## src/rtl/xs_pkg.sv

```systemverilog
package xs_pkg;

    localparam int NQ         = 4;
    localparam int NDST       = 2;
    localparam int AW         = 32;
    localparam int DW         = 64;
    localparam int CW         = 8;
    localparam int BEAT_BYTES = DW / 8;

    localparam int QIW = (NQ > 1) ? $clog2(NQ) : 1;
    localparam int PW  = (NDST > 1) ? $clog2(NDST) : 1;

    typedef struct packed {
        logic [AW-1:0] src;
        logic [AW-1:0] dst;
        logic [PW-1:0] port;
        logic [CW-1:0] words;
    } desc_t;

    typedef struct packed {
        logic          last;
        logic [AW-1:0] dst;
        logic [PW-1:0] port;
        logic [QIW-1:0] qid;
    } ctx_t;

    localparam int CTXW = $bits(ctx_t);

    function automatic logic [AW-1:0] step_addr(input logic [AW-1:0] a);
        return a + AW'(BEAT_BYTES);
    endfunction

endpackage

```

## src/rtl/xs_queue.sv

```systemverilog
module xs_queue
    import xs_pkg::*;
#(
    parameter int DEPTH = 4
) (
    input  logic  clk,
    input  logic  rst,
    input  logic  push,
    input  desc_t push_desc,
    input  logic  advance,
    output logic  full,
    output logic  head_valid,
    output desc_t head,
    output logic  head_last
);
    localparam int PTRW = (DEPTH > 1) ? $clog2(DEPTH) : 1;
    localparam int CNTW = $clog2(DEPTH + 1);

    desc_t            slots [DEPTH];
    logic [PTRW-1:0]  wr_ptr;
    logic [PTRW-1:0]  rd_ptr;
    logic [CNTW-1:0]  cnt;
    logic             pop;

    assign head       = slots[rd_ptr];
    assign head_valid = (cnt != '0);
    assign head_last  = (head.words == CW'(1));
    assign full       = (cnt == CNTW'(DEPTH));
    assign pop        = advance && head_last;

    // storage: new entries at the tail, in-place stepping of the head
    always_ff @(posedge clk) begin
        if (push) begin
            slots[wr_ptr] <= push_desc;
        end
        if (advance && !head_last) begin
            slots[rd_ptr].src   <= step_addr(head.src);
            slots[rd_ptr].dst   <= step_addr(head.dst);
            slots[rd_ptr].words <= head.words - CW'(1);
        end
    end

    always_ff @(posedge clk) begin
        if (rst) begin
            wr_ptr <= '0;
            rd_ptr <= '0;
            cnt    <= '0;
        end else begin
            if (push) wr_ptr <= wr_ptr + PTRW'(1);
            if (pop)  rd_ptr <= rd_ptr + PTRW'(1);
            cnt <= cnt + CNTW'(push) - CNTW'(pop);
        end
    end

endmodule

```

## src/rtl/xs_credit.sv

```systemverilog
module xs_credit #(
    parameter int NDST    = 2,
    parameter int CREDITS = 4,
    parameter int CRW     = $clog2(CREDITS + 1)
) (
    input  logic                      clk,
    input  logic                      rst,
    input  logic [NDST-1:0]           take,
    input  logic [NDST-1:0]           ret,
    output logic [NDST-1:0]           avail,
    output logic [NDST-1:0][CRW-1:0]  level
);
    logic [CRW-1:0] cnt_q [NDST];

    for (genvar p = 0; p < NDST; p++) begin : g_port
        logic ret_ok;
        assign ret_ok   = ret[p] && (cnt_q[p] != CRW'(CREDITS));
        assign avail[p] = (cnt_q[p] != '0);
        assign level[p] = cnt_q[p];

        always_ff @(posedge clk) begin
            if (rst) begin
                cnt_q[p] <= CRW'(CREDITS);
            end else begin
                unique case ({take[p], ret_ok})
                    2'b10:   cnt_q[p] <= cnt_q[p] - CRW'(1);
                    2'b01:   cnt_q[p] <= cnt_q[p] + CRW'(1);
                    default: cnt_q[p] <= cnt_q[p];
                endcase
            end
        end
    end

endmodule

```

## src/rtl/xs_prio_arb.sv

```systemverilog
module xs_prio_arb #(
    parameter int N  = 4,
    parameter int IW = (N > 1) ? $clog2(N) : 1
) (
    input  logic [N-1:0]  req,
    output logic [N-1:0]  grant,
    output logic [IW-1:0] idx,
    output logic          any
);
    always_comb begin
        grant = '0;
        idx   = '0;
        for (int i = N - 1; i >= 0; i--) begin
            if (req[i]) begin
                grant    = '0;
                grant[i] = 1'b1;
                idx      = IW'(i);
            end
        end
    end

    assign any = |req;

endmodule

```

## src/rtl/xs_writer.sv

```systemverilog
module xs_writer
    import xs_pkg::*;
(
    input  logic             clk,
    input  logic             rst,
    input  logic             in_valid,
    input  logic [DW-1:0]    in_data,
    input  ctx_t             in_ctx,
    output logic [NDST-1:0]  wr_valid,
    output logic [AW-1:0]    wr_addr,
    output logic [DW-1:0]    wr_data,
    output logic             done_valid,
    output logic [QIW-1:0]   done_qid
);
    always_ff @(posedge clk) begin
        if (rst) begin
            wr_valid   <= '0;
            done_valid <= 1'b0;
        end else begin
            wr_valid   <= in_valid ? (NDST'(1) << in_ctx.port) : '0;
            done_valid <= in_valid && in_ctx.last;
        end
    end

    always_ff @(posedge clk) begin
        if (in_valid) begin
            wr_addr  <= in_ctx.dst;
            wr_data  <= in_data;
            done_qid <= in_ctx.qid;
        end
    end

endmodule

```

## src/rtl/xfer_sched.sv

```systemverilog
module xfer_sched
    import xs_pkg::*;
#(
    parameter int QDEPTH  = 4,
    parameter int CREDITS = 4
) (
    input  logic             clk,
    input  logic             rst,
    input  logic             req_valid,
    input  logic [QIW-1:0]   req_qid,
    input  logic [AW-1:0]    req_src,
    input  logic [AW-1:0]    req_dst,
    input  logic [PW-1:0]    req_port,
    input  logic [CW-1:0]    req_words,
    output logic [NQ-1:0]    req_full,
    output logic             rd_valid,
    output logic [AW-1:0]    rd_addr,
    output logic [CTXW-1:0]  rd_ctx,
    input  logic             rdata_valid,
    input  logic [DW-1:0]    rdata,
    input  logic [CTXW-1:0]  rdata_ctx,
    output logic [NDST-1:0]  wr_valid,
    output logic [AW-1:0]    wr_addr,
    output logic [DW-1:0]    wr_data,
    input  logic [NDST-1:0]  dst_free,
    output logic             done_valid,
    output logic [QIW-1:0]   done_qid
);
    localparam int CRW = $clog2(CREDITS + 1);

    desc_t                     new_desc;
    desc_t                     q_head [NQ];
    logic [NQ-1:0]             q_push;
    logic [NQ-1:0]             q_full;
    logic [NQ-1:0]             q_hv;
    logic [NQ-1:0]             q_last;
    logic [NQ-1:0]             elig;
    logic [NQ-1:0]             grant;
    logic [QIW-1:0]            gidx;
    logic                      gany;
    desc_t                     sel;
    logic [NDST-1:0]           take;
    logic [NDST-1:0]           cred_avail;
    logic [NDST-1:0][CRW-1:0]  cred_level;
    ctx_t                      rd_ctx_q;

    assign new_desc = '{src: req_src, dst: req_dst, port: req_port, words: req_words};

    for (genvar q = 0; q < NQ; q++) begin : g_queue
        assign q_push[q] = req_valid && (req_qid == QIW'(q)) && !q_full[q]
                           && (req_words != '0);
        assign elig[q]   = q_hv[q] && cred_avail[q_head[q].port];

        xs_queue #(.DEPTH(QDEPTH)) u_q (
            .clk        (clk),
            .rst        (rst),
            .push       (q_push[q]),
            .push_desc  (new_desc),
            .advance    (grant[q]),
            .full       (q_full[q]),
            .head_valid (q_hv[q]),
            .head       (q_head[q]),
            .head_last  (q_last[q])
        );
    end

    assign req_full = q_full;

    xs_prio_arb #(.N(NQ), .IW(QIW)) u_arb (
        .req   (elig),
        .grant (grant),
        .idx   (gidx),
        .any   (gany)
    );

    assign sel  = q_head[gidx];
    assign take = gany ? (NDST'(1) << sel.port) : '0;

    xs_credit #(.NDST(NDST), .CREDITS(CREDITS), .CRW(CRW)) u_cred (
        .clk   (clk),
        .rst   (rst),
        .take  (take),
        .ret   (dst_free),
        .avail (cred_avail),
        .level (cred_level)
    );

    // issue stage
    always_ff @(posedge clk) begin
        if (rst) begin
            rd_valid <= 1'b0;
        end else begin
            rd_valid <= gany;
        end
    end

    always_ff @(posedge clk) begin
        if (gany) begin
            rd_addr  <= sel.src;
            rd_ctx_q <= '{last: q_last[gidx], dst: sel.dst, port: sel.port, qid: gidx};
        end
    end

    assign rd_ctx = rd_ctx_q;

    xs_writer u_wr (
        .clk        (clk),
        .rst        (rst),
        .in_valid   (rdata_valid),
        .in_data    (rdata),
        .in_ctx     (ctx_t'(rdata_ctx)),
        .wr_valid   (wr_valid),
        .wr_addr    (wr_addr),
        .wr_data    (wr_data),
        .done_valid (done_valid),
        .done_qid   (done_qid)
    );

endmodule

```

## config.mk

```make
export PLATFORM = sky130hd
export DESIGN_NAME = xfer_sched
export DESIGN_NICKNAME = d
export VERILOG_FILES = /design/src/rtl/xs_pkg.sv /design/src/rtl/xs_queue.sv /design/src/rtl/xs_credit.sv /design/src/rtl/xs_prio_arb.sv /design/src/rtl/xs_writer.sv /design/src/rtl/xfer_sched.sv
export SDC_FILE = /design/constraint.sdc
export NUM_CORES = 2
export LEC_CHECK = 0
export BUFFER_PORTS_ARGS = -buffer_cell sky130_fd_sc_hd__buf_4
export CAP_MARGIN = 20
export CORE_UTILIZATION = 45
export DETAILED_ROUTE_END_ITERATION = 10
export GPL_TIMING_DRIVEN = 1
export HOLD_SLACK_MARGIN = 0.03
export SETUP_SLACK_MARGIN = 0.5
export SKIP_LAST_GASP = 1
export SLEW_MARGIN = 20
export SYNTH_ARGS = -nofsm -noshare
export SYNTH_HDL_FRONTEND = slang
export SYNTH_SLANG_ARGS = --single-unit
```

## constraint.sdc

```tcl
create_clock -name clk -period 9.2 [get_ports clk]
set_input_delay 0.92 -clock clk [delete_from_list [all_inputs] [get_ports clk]]
set_output_delay 0.92 -clock clk [all_outputs]
set_load 0.005 [all_outputs]
```

==> flow_summary.toml <==
[drt]
wirelength_mm = 233
num_vias = 52400
drtPass1Iterations = 6
wire_per_inst_um = 28.6
vias_per_cell = 6.43
first_iter_violations = 6634
ant_nets = 0
route.detailed.drc = 0

[timing]
fin_ws_ps = 3970
fmax_ghz = 0.191
fin_skew_ps = 28.5
min_period_ps = 5230
setup_viol = 0
max_slew.worst_pin.slew_ps = 1190
period_share = 0.568
fin_hold_ws_ps = 284
rsz0062_at_grt = "no"
max-slew-margin-rel = 0.206
hold_viol = 0
tns_ps = 0
slew_violations = 0

[floorplanning]
rows = 146
die_w_um = 402
die_area_um2 = 162000
core_area_um2 = 159000
pin_count = 355
start_util = 0.454
die_y_um = 402

[synth]
post_synth.cell_area_avg_um2 = 12.0
yosys_register_bits = 1380
synthesis.area_um2 = 72000
synth.net_count = 6244
synth_cell_types = 67
syn_inst = 5995
ys_warn_count = 0
async_flop_share = 0
synth_seq_area_share = 0.570
synth_edf_count = 1340
ys.flop_type = "edfxtp_1"

[power_and_ir_drop]
p_leak_nw = 24.9
power.share.clock = 0.392
finalPower_mw = 15.7
p_per_area_nw_per_um2 = 196
p_seq_frac = 0.470
combPwrFrac = 0.138
swShare = 0.266
ir_drop_mv = 0.157
internal-power_mw = 11.5
power_switching_mw = 4.18

[grt]
antenna_found_initial = 8
gr-usage-all-layers = 0.283
grt_first_pass_wirelength_mm = 339
grt-ovfl-total = 0
grt_start_max_net_pins = 90
grt_pass1_vias = 51000

[finish]
multi_input_area_um2 = 27800
syn2layout_area_growth_pct = 11.2
drive_above_1_share = 0.168
seq_area_um2 = 41100
fillers = 13600
layout_common_cells = "edfxtp_1 (1,340), nand3_1 (1,315), o21ai_0 (1,040), buf_4 (450), mux4_2 (242)"
nNetsFinal = 6202
final_common_cell = "edfxtp_1"
stdcell_count = 8151

[critical_path]
r2r_cells = 7
cp_max_fo = 38
worstPathCellList = "mux4_2, mux2i_1, o22a_2, buf_4, nand4_4, nand2b_4, buf_4"
path_common_cell = "buf_4"
start_kind = "flop"
critPathMaxStageDelay_ps = 800
slowest_stage = "nand2b_4"
r2r-end = "g_queue[3].u_q.slots[3][66]"
arrival_ps = 5650
worstSetupEndpointType = "flop"
critPathKind = "flop to flop"
r2r_slack_ps = 3970
critical_path.endpoint = "g_queue[3].u_q.slots[3][66]"
required_ps = 9620

[clocking]
cts_root_buffer = "clkbuf_16"
cts_made_buffers = 155
clockBufferDepth = 3
cts.sinks = 1380
cts_setup_buffers = 0
htreeDepth = 4
hold_buffers = 0
clkSlewWorstSetupHoldPaths_ps = 60
clock_latency_ps = 810
cts_tree = "built"
cts_resized = 0

[placement]
io_buffers = 354
dp.cells = 7867
place.gp.congestion = 0.884
dpl.hpwl_mm = 146
pre_cts_ws_ps = 3920

[min_path]
hp-class = "primary input to flop"

[outcome]
outcome = "completed"

[flow_run]
maxCapViolations = 0
## critical path: cells and delay by family (launching register included)
family	cells	cell delay, ps
AOI/OAI and AO/OA	1	190
buffers and inverters	2	1420
DFF	1	790
muxes	2	990
and+or+nand+nor	2	1400
## kinds of logic (layout without fill, tap and decap cells)
logic type,Yosys count,count (layout),synth area share
AOI/OAI and AO/OA,1151,1151,0.0809
xor gates and xnor gates,250,250,0.0304
buffers and inverters,733,815,0.0481
muxes,483,483,0.118
other,0,2,0
DFF,1380,1380,0.570
and+or+nand+nor,1930,1930,0.140
adders and majority gates,68,68,0.0123
## cell usage after synthesis (43+ instances only)
cell | n | area [µm²]
o21ai_1 | 62 | 310
buf_1 | 82 | 308
nand3_1 | 1319 | 6600
xnor2_1 | 138 | 1210
nor2_1 | 99 | 372
ha_1 | 63 | 788
nand2_1 | 178 | 668
xor2_1 | 112 | 981
inv_1 | 84 | 315
buf_2 | 185 | 926
clkbuf_1 | 315 | 1180
nand4_1 | 61 | 382
or3_1 | 43 | 269
o21ai_0 | 1040 | 5200
mux4_2 | 242 | 5450
mux2i_1 | 184 | 1840
edfxtp_1 | 1340 | 40200
## worst min path at each step
stage / cells past startpoint / endpoint / startpoint
final: 2 / u_wr.wr_valid[0] / rdata_ctx[2]
after detailed placement: 2 / flop / g_queue[0].u_q.rd_ptr[1]
after global placement: 2 / g_queue[1].u_q.cnt[2] / g_queue[1].u_q.cnt[2]
after CTS: 2 / u_wr.wr_valid[0] / rdata_ctx[2]
after floorplan: 2 / g_queue[1].u_q.cnt[2] / g_queue[1].u_q.cnt[2]
after global routing: 1 / u_wr.wr_data[14] / rdata[14]
## through the flow
step | instance area, µm² | util
floorplan | 72000 | -
global placement | 75100 | 0.474
detailed placement | 75100 | 0.474
CTS | 80100 | 0.505
global route | 80100 | 0.505
finish | 80100 | 0.505
## flip-flops by register name, summed over array words and instances, names as in the netlist, 2 cells and up, named ones only
name                flops
rd_addr                32
u_cred.cnt_q            6
u_wr.wr_addr           32
rd_ctx                 36
u_wr.wr_data           64
g_queue.u_q.rd_ptr      8
u_wr.wr_valid           2
u_wr.done_qid           2
g_queue.u_q.wr_ptr      8
g_queue.u_q.cnt        12
g_queue.u_q.slots    1168
## per-layer routing
metal,part of all wire,vias to the layer above,GRT usage,wire (µm)
met5,0.000086,-,0,20
met2,0.46,3152,0.440,107000
met3,0.12,402,0.0701,28400
met1,0.39,26100,0.386,90400
li1,-,22700,-,-
met4,0.030,2,0.100,7090
## cell type report
type / count / share of cell area
well taps: 2072 / 0.0324
flip-flops and latches: 1380 / 0.513
repair buffers: 450 / 0.0422
clock inverters: 79 / 0.00892
multi-input cells: 3882 / 0.347
diodes: 2 / 0.0000625
inverters: 84 / 0.00397
clock buffers: 202 / 0.0526
## power groups by stage
stage                     registers (mW)  logic (mW)  clock network (mW)
after CTS                           7.38        2.14                6.20
after detailed placement            7.50        2.13                   0
after floorplan                     7.49        1.20                   0
final                               7.37        2.16                6.15
after global routing                7.40        2.29                6.42
after global placement              7.50        2.11                   0
Power figures use the tool's default switching activity.
